File: config.mk
export PLATFORM = sky130hd
export DESIGN_NAME = cfg_upload_seq
export DESIGN_NICKNAME = d
export VERILOG_FILES = /design/src/rtl/cus_pkg.sv /design/src/rtl/cus_sync.sv /design/src/rtl/cus_framer.sv /design/src/rtl/cus_done_timer.sv /design/src/rtl/cus_resp_tx.sv /design/src/rtl/cfg_upload_seq.sv
export SDC_FILE = /design/constraint.sdc
export NUM_CORES = 1
export LEC_CHECK = 0
export ABC_AREA = 0
export BUFFER_PORTS_ARGS = -buffer_cell sky130_fd_sc_hd__buf_4
export CAP_MARGIN = 30
export CORE_MARGIN = 5
export CORE_UTILIZATION = 57
export CTS_CLUSTER_DIAMETER = 80
export CTS_CLUSTER_SIZE = 10
export DETAILED_ROUTE_END_ITERATION = 8
export PLACE_DENSITY = 0.79
export SLEW_MARGIN = 5
export SYNTH_ARGS = -nofsm -noshare
export SYNTH_HDL_FRONTEND = slang
export SYNTH_SLANG_ARGS = --single-unit
File: constraint.sdc
create_clock -name clk -period 2.3 [get_ports clk]
set_input_delay 0.69 -clock clk [delete_from_list [all_inputs] [get_ports clk]]
set_output_delay 0.69 -clock clk [all_outputs]
set_load 0.02 [all_outputs]
File: src/rtl/cus_pkg.sv
package cus_pkg;

   localparam logic [7:0] HDR_LEAD  = 8'h0E;
   localparam logic [7:0] CMD_START = 8'h21;
   localparam logic [7:0] CMD_DATA  = 8'h22;
   localparam logic [7:0] CMD_END   = 8'h23;

   typedef enum logic [2:0] {
      SEQ_IDLE,
      SEQ_WAIT,
      SEQ_LOAD,
      SEQ_CHECK,
      SEQ_RESP
   } seq_st_e;

   typedef enum logic [2:0] {
      FR_H0,
      FR_H1,
      FR_H2,
      FR_H3,
      FR_PAY
   } frame_pos_e;

endpackage

File: src/rtl/cus_sync.sv
module cus_sync #(
   parameter int STAGES = 2,
   parameter int W      = 1
) (
   input  logic         clk,
   input  logic         rst_n,
   input  logic [W-1:0] d,
   output logic [W-1:0] q
);

   generate
      if (STAGES < 0) begin : g_bad
         $error("cus_sync: STAGES must not be negative");
      end
      if (STAGES == 0) begin : g_pass
         assign q = d;
      end else begin : g_chain
         logic [W-1:0] chain_q [STAGES];
         always_ff @(posedge clk or negedge rst_n) begin
            if (!rst_n) begin
               for (int i = 0; i < STAGES; i++) chain_q[i] <= '0;
            end else begin
               chain_q[0] <= d;
               for (int i = 1; i < STAGES; i++) chain_q[i] <= chain_q[i-1];
            end
         end
         assign q = chain_q[STAGES-1];
      end
   endgenerate

endmodule

File: src/rtl/cus_framer.sv
module cus_framer
   import cus_pkg::*;
#(
   parameter int PAYLOAD_LEN = 60
) (
   input  logic       clk,
   input  logic       rst_n,
   input  logic       byte_fire,
   input  logic [7:0] byte_val,
   output logic       cmd_ok,
   output logic [7:0] cmd_code,
   output logic       frame_err,
   output logic       in_payload,
   output logic       pay_last
);

   localparam int CW = (PAYLOAD_LEN > 1) ? $clog2(PAYLOAD_LEN) : 1;
   localparam logic [CW-1:0] CNT_LAST = CW'(PAYLOAD_LEN - 1);

   frame_pos_e    pos_q;
   logic [7:0]    cmd_q;
   logic [CW-1:0] cnt_q;
   logic          lead_bad;
   logic          term_bad;

   always_comb begin
      lead_bad   = (pos_q == FR_H0) && (byte_val != HDR_LEAD);
      term_bad   = (pos_q == FR_H3) && (byte_val != 8'h00);
      cmd_ok     = byte_fire && (pos_q == FR_H3) && (byte_val == 8'h00);
      frame_err  = byte_fire && (lead_bad || term_bad);
      in_payload = (pos_q == FR_PAY);
      pay_last   = in_payload && byte_fire && (cnt_q == CNT_LAST);
      cmd_code   = cmd_q;
   end

   always_ff @(posedge clk or negedge rst_n) begin
      if (!rst_n) begin
         pos_q <= FR_H0;
         cmd_q <= 8'h00;
         cnt_q <= '0;
      end else if (byte_fire) begin
         unique case (pos_q)
            FR_H0: if (!lead_bad) pos_q <= FR_H1;
            FR_H1: begin
               cmd_q <= byte_val;
               pos_q <= FR_H2;
            end
            FR_H2: pos_q <= FR_H3;
            FR_H3: begin
               if (cmd_ok && (cmd_q == CMD_DATA)) begin
                  pos_q <= FR_PAY;
                  cnt_q <= '0;
               end else begin
                  pos_q <= FR_H0;
               end
            end
            FR_PAY: begin
               if (cnt_q == CNT_LAST) begin
                  pos_q <= FR_H0;
                  cnt_q <= '0;
               end else begin
                  cnt_q <= cnt_q + 1'b1;
               end
            end
            default: pos_q <= FR_H0;
         endcase
      end
   end

endmodule

File: src/rtl/cus_done_timer.sv
module cus_done_timer #(
   parameter int DONE_TIMEOUT = 1024
) (
   input  logic clk,
   input  logic rst_n,
   input  logic arm,
   input  logic done_s,
   output logic res_valid,
   output logic res_pass
);

   localparam int TW = $clog2(DONE_TIMEOUT + 1);
   localparam logic [TW-1:0] T_LAST = TW'(DONE_TIMEOUT - 1);

   logic          active_q;
   logic [TW-1:0] cnt_q;

   always_comb begin
      res_pass  = done_s;
      res_valid = active_q && (done_s || (cnt_q == T_LAST));
   end

   always_ff @(posedge clk or negedge rst_n) begin
      if (!rst_n) begin
         active_q <= 1'b0;
         cnt_q    <= '0;
      end else if (arm) begin
         active_q <= 1'b1;
         cnt_q    <= '0;
      end else if (res_valid) begin
         active_q <= 1'b0;
      end else if (active_q) begin
         cnt_q <= cnt_q + 1'b1;
      end
   end

endmodule

File: src/rtl/cus_resp_tx.sv
module cus_resp_tx #(
   parameter int RSP_LEN = 64
) (
   input  logic       clk,
   input  logic       rst_n,
   input  logic       load,
   input  logic       pass,
   input  logic       rsp_ready,
   output logic       rsp_valid,
   output logic [7:0] rsp_data,
   output logic       finish
);

   localparam int IW = (RSP_LEN > 1) ? $clog2(RSP_LEN) : 1;
   localparam logic [IW-1:0] IDX_LAST = IW'(RSP_LEN - 1);

   logic          active_q;
   logic          pass_q;
   logic [IW-1:0] idx_q;
   logic          fire;

   always_comb begin
      rsp_valid = active_q;
      rsp_data  = (idx_q == '0) ? {7'b0, pass_q} : 8'h00;
      fire      = active_q && rsp_ready;
      finish    = fire && (idx_q == IDX_LAST);
   end

   always_ff @(posedge clk or negedge rst_n) begin
      if (!rst_n) begin
         active_q <= 1'b0;
         pass_q   <= 1'b0;
         idx_q    <= '0;
      end else if (load) begin
         active_q <= 1'b1;
         pass_q   <= pass;
         idx_q    <= '0;
      end else if (fire) begin
         if (finish) active_q <= 1'b0;
         else        idx_q    <= idx_q + 1'b1;
      end
   end

endmodule

File: src/rtl/cfg_upload_seq.sv
module cfg_upload_seq
   import cus_pkg::*;
#(
   parameter int PAYLOAD_LEN  = 60,
   parameter int RSP_LEN      = 64,
   parameter int DONE_TIMEOUT = 1024,
   parameter int SYNC_STAGES  = 2
) (
   input  logic       clk,
   input  logic       rst_n,
   input  logic       in_valid,
   input  logic [7:0] in_data,
   output logic       in_ready,
   output logic       cfg_valid,
   output logic [7:0] cfg_data,
   input  logic       cfg_ready,
   output logic       rsp_valid,
   output logic [7:0] rsp_data,
   input  logic       rsp_ready,
   output logic       tgt_init,
   input  logic       tgt_prog_rdy,
   input  logic       tgt_done,
   output logic       seq_err
);

   generate
      if (PAYLOAD_LEN < 1) begin : g_chk_pay
         $error("cfg_upload_seq: PAYLOAD_LEN must be at least 1");
      end
      if (RSP_LEN < 2) begin : g_chk_rsp
         $error("cfg_upload_seq: RSP_LEN must be at least 2");
      end
      if (DONE_TIMEOUT < 1) begin : g_chk_to
         $error("cfg_upload_seq: DONE_TIMEOUT must be at least 1");
      end
   endgenerate

   seq_st_e    st_q;
   logic       fwd_q;
   logic       err_q;
   logic       prog_s;
   logic       done_s;
   logic [1:0] sync_o;
   logic       fire;
   logic       accepting;
   logic       cmd_ok;
   logic [7:0] cmd_code;
   logic       frame_err;
   logic       in_payload;
   logic       pay_last;
   logic       is_start;
   logic       is_end;
   logic       is_data;
   logic       res_valid;
   logic       res_pass;
   logic       rsp_finish;

   cus_sync #(.STAGES(SYNC_STAGES), .W(2)) u_sync (
      .clk   (clk),
      .rst_n (rst_n),
      .d     ({tgt_done, tgt_prog_rdy}),
      .q     (sync_o)
   );
   assign prog_s = sync_o[0];
   assign done_s = sync_o[1];

   always_comb begin
      accepting = (st_q == SEQ_IDLE) || (st_q == SEQ_WAIT) || (st_q == SEQ_LOAD);
      in_ready  = accepting && (!in_payload || !fwd_q || cfg_ready);
      fire      = in_valid && in_ready;
      cfg_valid = in_payload && fwd_q && in_valid;
      cfg_data  = in_data;
      is_start  = cmd_ok && (cmd_code == CMD_START);
      is_end    = cmd_ok && (cmd_code == CMD_END);
      is_data   = cmd_ok && (cmd_code == CMD_DATA);
      tgt_init  = (st_q == SEQ_WAIT) || (st_q == SEQ_LOAD);
      seq_err   = err_q;
   end

   cus_framer #(.PAYLOAD_LEN(PAYLOAD_LEN)) u_framer (
      .clk        (clk),
      .rst_n      (rst_n),
      .byte_fire  (fire),
      .byte_val   (in_data),
      .cmd_ok     (cmd_ok),
      .cmd_code   (cmd_code),
      .frame_err  (frame_err),
      .in_payload (in_payload),
      .pay_last   (pay_last)
   );

   cus_done_timer #(.DONE_TIMEOUT(DONE_TIMEOUT)) u_timer (
      .clk       (clk),
      .rst_n     (rst_n),
      .arm       (is_end),
      .done_s    (done_s),
      .res_valid (res_valid),
      .res_pass  (res_pass)
   );

   cus_resp_tx #(.RSP_LEN(RSP_LEN)) u_resp (
      .clk       (clk),
      .rst_n     (rst_n),
      .load      (res_valid),
      .pass      (res_pass),
      .rsp_ready (rsp_ready),
      .rsp_valid (rsp_valid),
      .rsp_data  (rsp_data),
      .finish    (rsp_finish)
   );

   always_ff @(posedge clk or negedge rst_n) begin
      if (!rst_n) begin
         st_q <= SEQ_IDLE;
      end else if (is_start) begin
         st_q <= SEQ_WAIT;
      end else if (is_end) begin
         st_q <= SEQ_CHECK;
      end else begin
         unique case (st_q)
            SEQ_WAIT:  if (prog_s)     st_q <= SEQ_LOAD;
            SEQ_CHECK: if (res_valid)  st_q <= SEQ_RESP;
            SEQ_RESP:  if (rsp_finish) st_q <= SEQ_IDLE;
            default:   st_q <= st_q;
         endcase
      end
   end

   always_ff @(posedge clk or negedge rst_n) begin
      if (!rst_n) begin
         fwd_q <= 1'b0;
         err_q <= 1'b0;
      end else begin
         if (is_data) fwd_q <= (st_q == SEQ_LOAD);
         else if (pay_last) fwd_q <= 1'b0;
         if (is_start) err_q <= 1'b0;
         else if (frame_err || (is_data && (st_q != SEQ_LOAD))) err_q <= 1'b1;
      end
   end

endmodule

**Word level (Yosys, flattened, before mapping)**

Index checks and enable logic that the tools add are counted.

- Flip-flop bits (word level): 46
- Bits in latches: 0
- RAM bits: 0
- Memory bits (read-only): 0
- Input bits: 15
- Output and inout port bits: 21
- Logic and storage cells: 117
- Memories kept: 0

- $add $sub $neg: 3
- Multipliers: 0
- Div/mod/pow operators: 0
- $lt $le $gt $ge: 0
- Eq/ne operators: 24
- Shifts and indexed selects: 0
- Mux-type cells: 29
- Bitwise operators: 0
- Reduce and logical (&&, ||, !) cells: 48

Operator list:

| operator | count |
|---|---|
| $mux W11 | 3 |
| $mux W6 | 5 |
| $eq A8 B6 Y1 const B | 3 |
| $mux W3 | 8 |
| $logic_and A1 B1 Y1 | 18 |
| $pmux W3 S5 | 1 |
| $reduce_bool A2 Y1 | 7 |
| $add A6 B1 Y6 const B | 2 |
| $eq A3 B2 Y1 const B | 4 |
| $eq A6 B6 Y1 const B | 2 |
| $pmux W6 S2 | 1 |
| $add A11 B1 Y11 const B | 1 |
| $eq A11 B10 Y1 const B | 1 |
| $mux W1 | 10 |
| $pmux W3 S3 | 1 |
| $logic_not A8 Y1 | 1 |
| $logic_or A1 B1 Y1 | 8 |
| $ne A2 B2 Y1 const B | 4 |
| $ne A4 B4 Y1 const B | 2 |
| $ne A8 B4 Y1 const B | 1 |
| $reduce_and A2 Y1 | 4 |
| $reduce_bool A8 Y1 | 1 |
| $eq A3 B1 Y1 const B | 2 |
| $eq A3 B3 Y1 const B | 2 |
| 9 further kinds | 12 |

**Longest topological paths before layout**

Gate-level depths: netlist (run 1).

- Depth after elaboration: 13
- Gate-level depth with buffers: 7

**Modules after synthesis**

Synthesis (run 1) repeated with hierarchy kept, for this count alone.

- Cell total of the unflattened synthesis: 267
- Area, all modules: 2,772.7 um^2

Modules (own cells, without submodules):

| module | times used | cells an instance | area each (um^2) | seq. area each (um^2) |
|---|---|---|---|---|
| cus_framer | 1 | 82 | 934.6 | 425.4 |
| cus_done_timer | 1 | 71 | 699.4 | 300.3 |
| cus_resp_tx | 1 | 59 | 590.6 | 200.2 |
| cfg_upload_seq | 1 | 49 | 432.9 | 125.1 |
| cus_sync | 1 | 6 | 115.1 | 100.1 |

**Worst setup path after synthesis (run 1)**

OpenSTA, ideal clock, no wires.

- Kind: input port to flip-flop
- Start: input in_data[0]
- End: register u_timer.cnt_q[2]
- Setup time: 0.120 ns
- Arrival: 1.805 ns
- Data required time: 2.180 ns
- Slack: 0.375 ns
- Cell stages on the path: 6
- Buffers on the path: 1
- Cells stage by stage: nor4_1 -> nand2_1 -> nor4_4 -> and2_4 -> buf_12 -> nor3_2

- Cells in the longest elaborated chain, start to end: 5
- Elaborated cells between the ends (all ways): 7
- Those cells by class: 1 x eq/ne; 1 x mux; 5 x reduce/logical

Ends and longest elaborated chain:

| what | line | text |
|---|---|---|
| from (decl) | cfg_upload_seq.sv:12 | `input logic [7:0] in_data,` |
| $logic_not A8 Y1 * | cus_framer.sv:29 | `cmd_ok = byte_fire && (pos_q == FR_H3) && (byte_val == 8'h00);` |
| $logic_and A1 B1 Y1 * | cus_framer.sv:29 |  |
| $logic_and A1 B1 Y1 * | cfg_upload_seq.sv:74 | `is_end = cmd_ok && (cmd_code == CMD_END);` |
| $ne A2 B2 Y1 (no line) or $reduce_bool A2 Y1 (tied branches) | - |  |
| $reduce_and A2 Y1 (no line) | - |  |
| to (signal assigned) | cus_done_timer.sv:33 | `cnt_q <= cnt_q + 1'b1;` |
| to (decl) | cus_done_timer.sv:16 | `logic [TW-1:0] cnt_q;` |

Mark *: on every way between the ends. The rest lies on a longest branch, timed or not.
A chain may end at the register's enable or synchronous reset.

**Final worst setup path (run 1)**

- Start: register u_framer.pos_q[2]
- End: output cfg_valid

- Cells in the longest elaborated chain, start to end: 3

Ends and longest elaborated chain:

| what | line | text |
|---|---|---|
| from (decl) | cus_framer.sv:20 | `frame_pos_e pos_q;` |
| from (signal assigned) | cus_framer.sv:38 | `pos_q <= FR_H0;` |
| from (signal assigned) | cus_framer.sv:43 | `FR_H0: if (!lead_bad) pos_q <= FR_H1;` |
| from (signal assigned) | cus_framer.sv:46 | `pos_q <= FR_H2;` |
| $eq A3 B3 Y1 | cus_framer.sv:31 | `in_payload = (pos_q == FR_PAY);` |
| $logic_and A1 B1 Y1 (2 in a row) | cfg_upload_seq.sv:71 | `cfg_valid = in_payload && fwd_q && in_valid;` |
| to (decl) | cfg_upload_seq.sv:14 | `output logic cfg_valid,` |

Every way passes these cells.

==> results.sh, run 1 <==
export IMPL_vias=1851
export IMPL_async_flop_share=1.00
export IMPL_timing_fmax_mhz=462
export IMPL_yosys_warnings=0
export IMPL_slew_viol_final=0
export IMPL_p_switching_mw=0.483
export IMPL_place_area_um2=2750
export IMPL_worstPathRequired_ns=1.61
export IMPL_seqPwrFrac=0.562
export IMPL_nFillCells=365
export IMPL_dp_cells=320
export IMPL_final_area_um2=2850
export IMPL_period_share=0.941
export IMPL_syn_instance_count=250
export IMPL_tightest_slew_ns=0.579
export IMPL_status="finished clean"
export IMPL_fin_hold_ws_ns=0.358
export IMPL_synth_most_common_cell="dfrtp_1"
export IMPL_drt_initial_drc_count=75
export IMPL_synth_top_flop_cell="dfrtp_1"
export IMPL_cp_max_fo=7
export IMPL_dieHeight_um=77.6
export IMPL_grtUsageMet1=0.221
export IMPL_routed_wl_um=4660
export IMPL_grt_antenna_before_repair=0
export IMPL_drv_cap=0
export IMPL_insertion_delay_ns=0.30
export IMPL_yosysTopAreaCellShare=0.443
export IMPL_cts_root_buf="clkbuf_8"
export IMPL_pwr_share_clk=0.298
export IMPL_hp_class="reg2reg"
export IMPL_multi_input_area_um2=1270
export IMPL_globalplace_congestion=0.845
export IMPL_post_route_drc_count=0
export IMPL_hold_depth=0
export IMPL_setup_viol=0
export IMPL_antenna_cells=0
export IMPL_synthTopCellsByArea="dfrtp_1 44%, buf_4 4.3%, mux2_2 3.5%, nand2_1 3.5%, xnor2_1 2.4%"
export IMPL_tns_ns=0
export IMPL_crit_type="reg2out"
export IMPL_dieArea_um2=6010
export IMPL_leakage_nw=1.31
export IMPL_use_met2=0.250
export IMPL_synth_edf_count=0
export IMPL_reg2regPathDepth=6
export IMPL_hold_violations=0
export IMPL_yosysUniqueCellTypes=59
export IMPL_layout_drive_gt1_share=0.264
export IMPL_ir_drop_mv=0.449
export IMPL_layout_nets=294
export IMPL_p_per_area_nw_per_um2=599
export IMPL_grt_max_degree=47
export IMPL_ys_seq_area_frac=0.443
export IMPL_drtAntennaViolNets=0
export IMPL_grt_busiest_layer="met2"
export IMPL_port_buffers=28
export IMPL_regArea_um2=1150
export IMPL_p_total_mw=1.71
export IMPL_core_um2=4380
export IMPL_dp_slack_ns=0.0940
export IMPL_track_usage=0.162
export IMPL_detail_route_vias_per_cell=5.64
export IMPL_rsz0062_at_grt="false"
export IMPL_die_w_um=77.6
export IMPL_ios=36
export IMPL_htree_levels=2
export IMPL_grt_pass1_wl_um=8140
export IMPL_cts_buffers_inserted=5
export IMPL_post_cts_buffers=0
export IMPL_ys_ff_latch=46
export IMPL_cp_start_kind="flip-flop"
export IMPL_period_needed_ns=2.16
export IMPL_finalClockSkew_ns=0.00243
export IMPL_wl_per_cell_um=14.2
export IMPL_use_met3=0.0509
export IMPL_syn_to_final_growth_pct=9.72
export IMPL_endpoint_kind="primary output"
export IMPL_yosys_area_top_type="dfrtp_1"
export IMPL_grt_pass1_vias=1809
export IMPL_clock_path_buffers=2
export IMPL_synth_area_um2=2600
export IMPL_worstPathArrival_ns=1.47
export IMPL_start_util=0.593
export IMPL_swShare=0.283
export IMPL_place_hpwl_um=3420
export IMPL_maxSlewHeadroom=0.614
export IMPL_drt_pass1_iterations=4
export IMPL_fp_row_count=24
export IMPL_final_util=0.651
export IMPL_instances_no_fill=328
export IMPL_cts_tree="done"
export IMPL_gr_total_overflow=0
export IMPL_cellInternalPower_mw=1.22
export IMPL_synthTopCellsByCount="46 x dfrtp_1, 24 x nand2_1, 16 x nor2_1, 15 x buf_4, 11 x o21ai_0"
export IMPL_setup_ws_ns=0.137
export IMPL_combinationalPowerShare=0.140
export IMPL_path_clk_slew_ns=0.08
export IMPL_avgSynthCellArea_um2=10.4
export IMPL_numClockSinks=46
power groups by stage:
stage | Sequential, mW | Combinational, mW | Clock [mW]
after floorplan | 0.959 | 0.181 | 0
after global placement | 0.973 | 0.235 | 0
after detailed placement | 0.976 | 0.241 | 0
after CTS | 0.960 | 0.242 | 0.531
after global routing | 0.973 | 0.269 | 0.563
final | 0.960 | 0.239 | 0.509
metal layers:
metal | share of wire | vias up
met5 | 0 | -
met4 | 0.011 | 0
met3 | 0.067 | 8
met2 | 0.45 | 53
met1 | 0.47 | 879
li1 | - | 911
area by class of cell:
type | count | share of cell area
Clock inverter | 2 | 0.00438
Clock buffer | 6 | 0.0289
Sequential cell | 46 | 0.403
Tap cell | 52 | 0.0228
Timing Repair Buffer | 31 | 0.0815
Multi-Input combinational cell | 181 | 0.446
Inverter | 10 | 0.0132
kinds of logic after synthesis:
family / count (synthesis) / synth area share
adders and majority gates: 4 / 0.0192
muxes: 11 / 0.0462
buffers and inverters: 29 / 0.0794
DFF: 46 / 0.443
xor gates and xnor gates: 13 / 0.0438
AOI/OAI and AO/OA: 40 / 0.114
and+or+nand+nor: 106 / 0.253
other: 1 / 0.00144
critical path, stage by stage (launching register included):
cell and delay [ns]:
dfrtp_1 0.51, nor3b_4 0.32, and3_1 0.20, buf_4 0.14
worst paths after layout:
check                                                from         endpoint  slack, ns
worst max register to register            u_resp.idx_q[0]  u_resp.idx_q[5]       0.43
worst min-delay path            u_sync.g_chain.chain_q[2]      u_sync.q[0]       0.36
worst min register to register  u_sync.g_chain.chain_q[2]      u_sync.q[0]       0.36
worst max-delay path                    u_framer.pos_q[2]        cfg_valid       0.14
min in group asynchronous                           rst_n  u_resp.idx_q[2]       0.38
max in group asynchronous                           rst_n          st_q[1]       1.52
layout by cell type, fill, tap and decap left out, types with 2 or more instances in the layout:
| cell | instances |
|---|---|
| nor3b_4 | 2 |
| nor2b_1 | 3 |
| nor4_4 | 2 |
| and3_1 | 4 |
| dfrtp_1 | 46 |
| nand2_1 | 24 |
| nor2_2 | 9 |
| nand3_1 | 8 |
| conb_1 | 7 |
| a21o_1 | 3 |
| or3_1 | 2 |
| inv_1 | 10 |
| nor4_1 | 3 |
| o21ai_0 | 11 |
| nor2_1 | 16 |
| a21oi_1 | 5 |
| xnor2_1 | 7 |
| nand2b_1 | 5 |
| mux2i_1 | 3 |
| clkbuf_8 | 6 |
| o21a_1 | 2 |
| xor2_1 | 6 |
| o2bb2ai_1 | 2 |
| buf_4 | 31 |
| nor3_1 | 7 |
| ha_1 | 4 |
| nand4_1 | 7 |
| nand4b_1 | 3 |
| mux2_2 | 8 |
| a31oi_1 | 2 |
state kept, by name (all words and copies together), names as in the netlist:
register and count:
fwd_q 1, u_sync.g_chain.chain_q 2, u_resp.pass_q 1, u_resp.rsp_valid 1, seq_err 1, u_framer.cmd_code 8, u_resp.idx_q 6, u_framer.cnt_q 6
u_timer.active_q 1, st_q 3, u_sync.q 2, u_timer.cnt_q 11, u_framer.pos_q 3
repair_timing:
action                     CTS  global route
hold buffers                 0             0
gates resized for setup      0             1
setup endpoints to repair    0             1
(Power assumes the default switching activity.)
==> run 2: changes to the inputs <==
Settings changed: CORE_UTILIZATION 57 to 60, HOLD_SLACK_MARGIN set to 0.15, PLACE_DENSITY 0.79 to 0.83.
Clock period 2.3 ns to 2.8 ns, I/O delays scaled along.
==> run 2 against run 1 <==
Combinational power decreased by 15%. Final cell count decreased by 0.91%. Final area decreased by 1.1%. Sequential share of layout area increased by 0.47 points. First-iteration DRC count increased by 120%. Count of clock-buffer cells in the layout increased by 1. Global-route usage increased by 1.2 points. Highest routed layer unchanged. Non-clock buffer count decreased by 3. Sequential cell count unchanged. Worst setup slack improved by 0.34 ns. Utilization increased by 0.61 points. Register-to-register slack improved by 0.41 ns.
==> results.sh, run 2 (synthesized netlist as in run 1, its figures left out) <==
export IMPL_status="finished clean"
export IMPL_globalplace_congestion=0.851
export IMPL_drtAntennaViolNets=0
export IMPL_gr_total_overflow=0
export IMPL_layout_commonest_cell="dfrtp_1"
export IMPL_setup_ws_ns=0.475
export IMPL_setup_viol=0
export IMPL_slew_viol_final=0
export IMPL_htree_levels=2
export IMPL_grt_antenna_before_repair=0
export IMPL_hold_violations=0
export IMPL_track_usage=0.174
export IMPL_hp_class="reg2reg"
export IMPL_endpoint_kind="primary output"
export IMPL_ctsResizeCount=0
export IMPL_routed_wl_um=4710
export IMPL_seqPwrFrac=0.560
export IMPL_swShare=0.285
export IMPL_dp_slack_ns=0.410
export IMPL_ir_drop_mv=0.362
export IMPL_timing_fmax_mhz=430
export IMPL_drt_initial_drc_count=163
export IMPL_path_clk_slew_ns=0.08
export IMPL_clock_path_buffers=2
export IMPL_place_hpwl_um=3480
export IMPL_layout_nets=291
export IMPL_largest_register_ffs=11
export IMPL_nFillCells=349
export IMPL_start_util=0.606
export IMPL_drt_pass1_iterations=4
export IMPL_ios=36
export IMPL_core_um2=4290
export IMPL_detail_route_vias_per_cell=5.76
export IMPL_pwr_share_clk=0.297
export IMPL_p_per_area_nw_per_um2=500
export IMPL_cp_start_kind="flip-flop"
export IMPL_grt_pass1_vias=1746
export IMPL_wl_per_cell_um=14.5
export IMPL_final_area_um2=2820
export IMPL_tns_ns=0
export IMPL_post_route_drc_count=0
export IMPL_antenna_cells=0
export IMPL_drv_cap=0
export IMPL_vias=1873
export IMPL_leakage_nw=1.30
export IMPL_cts_buffers_inserted=5
export IMPL_p_switching_mw=0.402
export IMPL_grt_pass1_wl_um=7890
export IMPL_fp_row_count=24
export IMPL_worstPathArrival_ns=1.49
export IMPL_worstPathRequired_ns=1.96
export IMPL_cts_tree="done"
export IMPL_dieHeight_um=75.8
export IMPL_combinationalPowerShare=0.143
export IMPL_maxSlewHeadroom=0.617
export IMPL_post_cts_buffers=0
export IMPL_grt_max_degree=47
export IMPL_fin_hold_ws_ns=0.353
export IMPL_period_needed_ns=2.33
export IMPL_instances_no_fill=325
export IMPL_crit_type="reg2out"
export IMPL_largest_register="u_timer.cnt_q"
export IMPL_dieArea_um2=5750
export IMPL_cellInternalPower_mw=1.01
export IMPL_tightest_slew_ns=0.575
export IMPL_numClockSinks=46
export IMPL_port_buffers=28
export IMPL_finalClockSkew_ns=0.00931
export IMPL_rsz0062_at_grt="false"
export IMPL_layout_drive_gt1_share=0.253
export IMPL_cp_max_fo=7
export IMPL_cts_hold_buf=0
export IMPL_dp_cells=317
export IMPL_syn_to_final_growth_pct=8.47
export IMPL_cts_root_buf="clkbuf_8"
export IMPL_die_w_um=75.8
export IMPL_place_area_um2=2730
export IMPL_insertion_delay_ns=0.29
export IMPL_final_cell_mix="46 x dfrtp_1, 28 x buf_4, 24 x nand2_1"
export IMPL_period_share=0.830
==> run 2: changes by cell type in the layout (fill, tap and decap cells not counted) <==
cell        before  now
nor3b_4          2    1
clkinvlp_4       1    0
nor3b_2          0    1
buf_4           31   28
clkbuf_1         0    1
==> run 2: cell type report <==
cell class / count / area [µm²] / area share
repair buffers: 28 / 210 / 0.0745
clock buffers: 7 / 86.3 / 0.0306
multi-input cells: 181 / 1270 / 0.449
clock inverters: 1 / 5.00 / 0.00177
flip-flops and latches: 46 / 1150 / 0.408
well taps: 52 / 65.1 / 0.0231
inverters: 10 / 37.5 / 0.0133
==> run 2: per-stage QoR <==
| step | power (mW) | utilization |
|---|---|---|
| 6_report | 1.41 | 0.657 |
| 5_1_grt | 1.49 | 0.657 |
| 4_1_cts | 1.42 | 0.657 |
| 3_5_place_dp | 1.00 | 0.636 |
| 3_3_place_gp | 0.992 | 0.636 |
| 2_1_floorplan | 0.937 | - |
==> run 2: critical path, stage by stage, from the launching register on <==
cell and delay, ns:
dfrtp_1 0.49, nor3b_2 0.36, and3_1 0.20, buf_4 0.14
==> run 2: layer usage <==
layer | GRT usage | part of all wire | vias to the layer above
met3 | 0.0290 | 0.041 | 4
met5 | 0 | 0 | -
met2 | 0.271 | 0.49 | 37
met4 | 0.0524 | 0.0072 | 0
met1 | 0.248 | 0.47 | 927
li1 | - | - | 905
==> run 2: final timing paths <==
path | startpoint | end | slack [ns] | cells past startpoint
min reg2reg | u_sync.g_chain.chain_q[2] | u_sync.q[0] | 0.35 | 0
min in group asynchronous | rst_n | u_resp.idx_q[2] | 0.53 | 1
max reg2reg | u_timer.cnt_q[3] | st_q[0] | 0.84 | 5
max in group asynchronous | rst_n | u_sync.q[0] | 1.87 | 1
min | u_sync.g_chain.chain_q[2] | u_sync.q[0] | 0.35 | 0
max | u_framer.pos_q[2] | cfg_valid | 0.47 | 3
==> run 2: power groups by stage <==
stage	registers (mW)	clock network, mW	logic (mW)
global route	0.801	0.454	0.232
floorplan	0.788	0	0.149
detailed placement	0.802	0	0.202
CTS	0.788	0.427	0.205
finish	0.790	0.419	0.202
global placement	0.800	0	0.192
==> run 3: changes to the inputs <==
Settings changed: CORE_UTILIZATION 60 to 52, PLACE_DENSITY 0.83 to 0.76.
Clock period 2.8 ns to 2.1 ns, I/O delays scaled along.
==> run 3 against run 2 <==
Final area is 3.8% higher. Register-to-register slack worse by 0.57 ns. Final cell count is 7.7% higher. Worst setup slack worse by 0.38 ns. Critical path depth stayed put. Wire length hardly changed. Count of clock-buffer cells in the layout is 2 lower. Clock power is 30% higher. Sequential cell count stayed put. Sequential share of layout area is 1.4 points lower.
==> results.sh, run 3 (synthesized netlist as in run 1, its figures left out) <==
export IMPL_cellInternalPower_mw=1.32
export IMPL_final_area_um2=2930
export IMPL_wl_per_cell_um=13.5
export IMPL_cp_start_kind="flip-flop"
export IMPL_dieHeight_um=80.7
export IMPL_grt_pass1_wl_um=8300
export IMPL_finalClockSkew_ns=0.00333
export IMPL_timing_fmax_mhz=499
export IMPL_insertion_delay_ns=0.30
export IMPL_layout_commonest_cell="dfrtp_1"
export IMPL_start_util=0.544
export IMPL_seqPwrFrac=0.563
export IMPL_grt_pass1_vias=1820
export IMPL_worstPathRequired_ns=1.47
export IMPL_cts_root_buf="clkbuf_8"
export IMPL_dp_slack_ns=-0.0482
export IMPL_place_area_um2=2820
export IMPL_track_usage=0.163
export IMPL_endpoint_kind="primary output"
export IMPL_reg2reg_slack_ns=0.27
export IMPL_r2r_end="st_q[1]"
export IMPL_htree_levels=2
export IMPL_leakage_nw=1.34
export IMPL_grt_max_degree=47
export IMPL_period_needed_ns=2.00
export IMPL_ir_drop_mv=0.560
export IMPL_drtAntennaViolNets=0
export IMPL_crit_type="reg2out"
export IMPL_cts_buffers_inserted=5
export IMPL_p_total_mw=1.88
export IMPL_cp_max_fo=6
export IMPL_reg2regPathDepth=5
export IMPL_hold_violations=0
export IMPL_post_route_drc_count=0
export IMPL_layout_nets=301
export IMPL_drt_initial_drc_count=91
export IMPL_globalplace_congestion=0.819
export IMPL_layout_drive_gt1_share=0.297
export IMPL_vias=1886
export IMPL_final_util=0.612
export IMPL_worstPathArrival_ns=1.37
export IMPL_cts_hold_buf=0
export IMPL_nFillCells=426
export IMPL_hp_class="in2async"
export IMPL_routed_wl_um=4720
export IMPL_path_clk_slew_ns=0.09
export IMPL_setup_ws_ns=0.0954
export IMPL_crit_path_cell_trace="nor3b_4 > and3_1 > buf_4"
export IMPL_core_um2=4790
export IMPL_period_share=0.955
export IMPL_regToRegStartpoint="u_framer.pos_q[1]"
export IMPL_die_w_um=80.7
export IMPL_detail_route_vias_per_cell=5.39
export IMPL_gr_total_overflow=0
export IMPL_p_per_area_nw_per_um2=641
export IMPL_clock_path_buffers=2
export IMPL_antenna_cells=0
export IMPL_setup_viol=0
export IMPL_cp_slowest_stage_delay_ns=0.47
export IMPL_syn_to_final_growth_pct=12.6
export IMPL_swShare=0.296
export IMPL_combinationalPowerShare=0.146
export IMPL_ios=36
export IMPL_p_switching_mw=0.555
export IMPL_tns_ns=0
export IMPL_numClockSinks=46
export IMPL_slowest_stage="dfrtp_1"
export IMPL_maxSlewHeadroom=0.605
export IMPL_drv_cap=0
export IMPL_pwr_share_clk=0.291
export IMPL_grt_antenna_before_repair=0
export IMPL_status="finished clean"
export IMPL_place_hpwl_um=3440
export IMPL_cts_tree="done"
export IMPL_largest_register="u_timer.cnt_q"
export IMPL_fp_row_count=25
export IMPL_tightest_slew_ns=0.592
export IMPL_final_cell_mix="43 x dfrtp_1, 38 x buf_4, 24 x nand2_1"
export IMPL_dieArea_um2=6520
export IMPL_drt_pass1_iterations=4
export IMPL_port_buffers=28
export IMPL_slew_viol_final=0
export IMPL_largest_register_ffs=11
## run 3: worst max-delay path, delay by kind of cell, from the launching register on
kind,cells,cell delay [ns]
simple gates,2,0.47
flops,1,0.47
buf+inv,1,0.13
## run 3: routing by layer
| layer | routed length [µm] | track usage | up-vias |
|---|---|---|---|
| met3 | 215 | 0.0404 | 6 |
| met1 | 2230 | 0.223 | 915 |
| met2 | 2210 | 0.257 | 38 |
| met5 | 0 | 0 | - |
| met4 | 59 | 0.0456 | 0 |
| li1 | - | - | 927 |
## run 3: stage by stage
stage / hold WS, ns / cells
global placement: 0.332 / 342
global route: 0.372 / 350
CTS: 0.348 / 350
detailed placement: 0.339 / 342
finish: 0.327 / 350
floorplan: 0.331 / 256
## run 3: power by group through the flow
stage	logic (mW)	clock network [mW]	registers (mW)
2_1_floorplan	0.199	0	1.05
6_report	0.274	0.546	1.06
3_5_place_dp	0.277	0	1.07
4_1_cts	0.278	0.558	1.05
3_3_place_gp	0.266	0	1.07
5_1_grt	0.320	0.600	1.07
## run 3: area by class of cell
type                       count  area, µm²  area share
timing repair buffer          38        285      0.0974
inverter                      10       37.5      0.0128
clock inverter                 3       21.3     0.00726
multi-input combinational    181       1280       0.436
sequential                    46       1150       0.394
clock buffer                   5       68.8      0.0235
tap                           67       83.8      0.0286
## run 3: worst max path at each step
stage,end,slack [ns],startpoint,cells past startpoint
final,cfg_valid,0.1,u_framer.pos_q[1],3
after global routing,cfg_valid,-0.02,u_framer.pos_q[1],3
after CTS,cfg_valid,0.001,u_framer.pos_q[2],3
after detailed placement,st_q[1],-0.05,in_data[0],6
after global placement,st_q[1],-0.02,in_data[0],6
after floorplan,u_timer.cnt_q[2],0.24,in_data[0],6
## run 3: repair_timing
item                                    CTS  global route
endpoints found under the setup margin    0             3
setup buffers                             0             0
resized for setup                         0             5
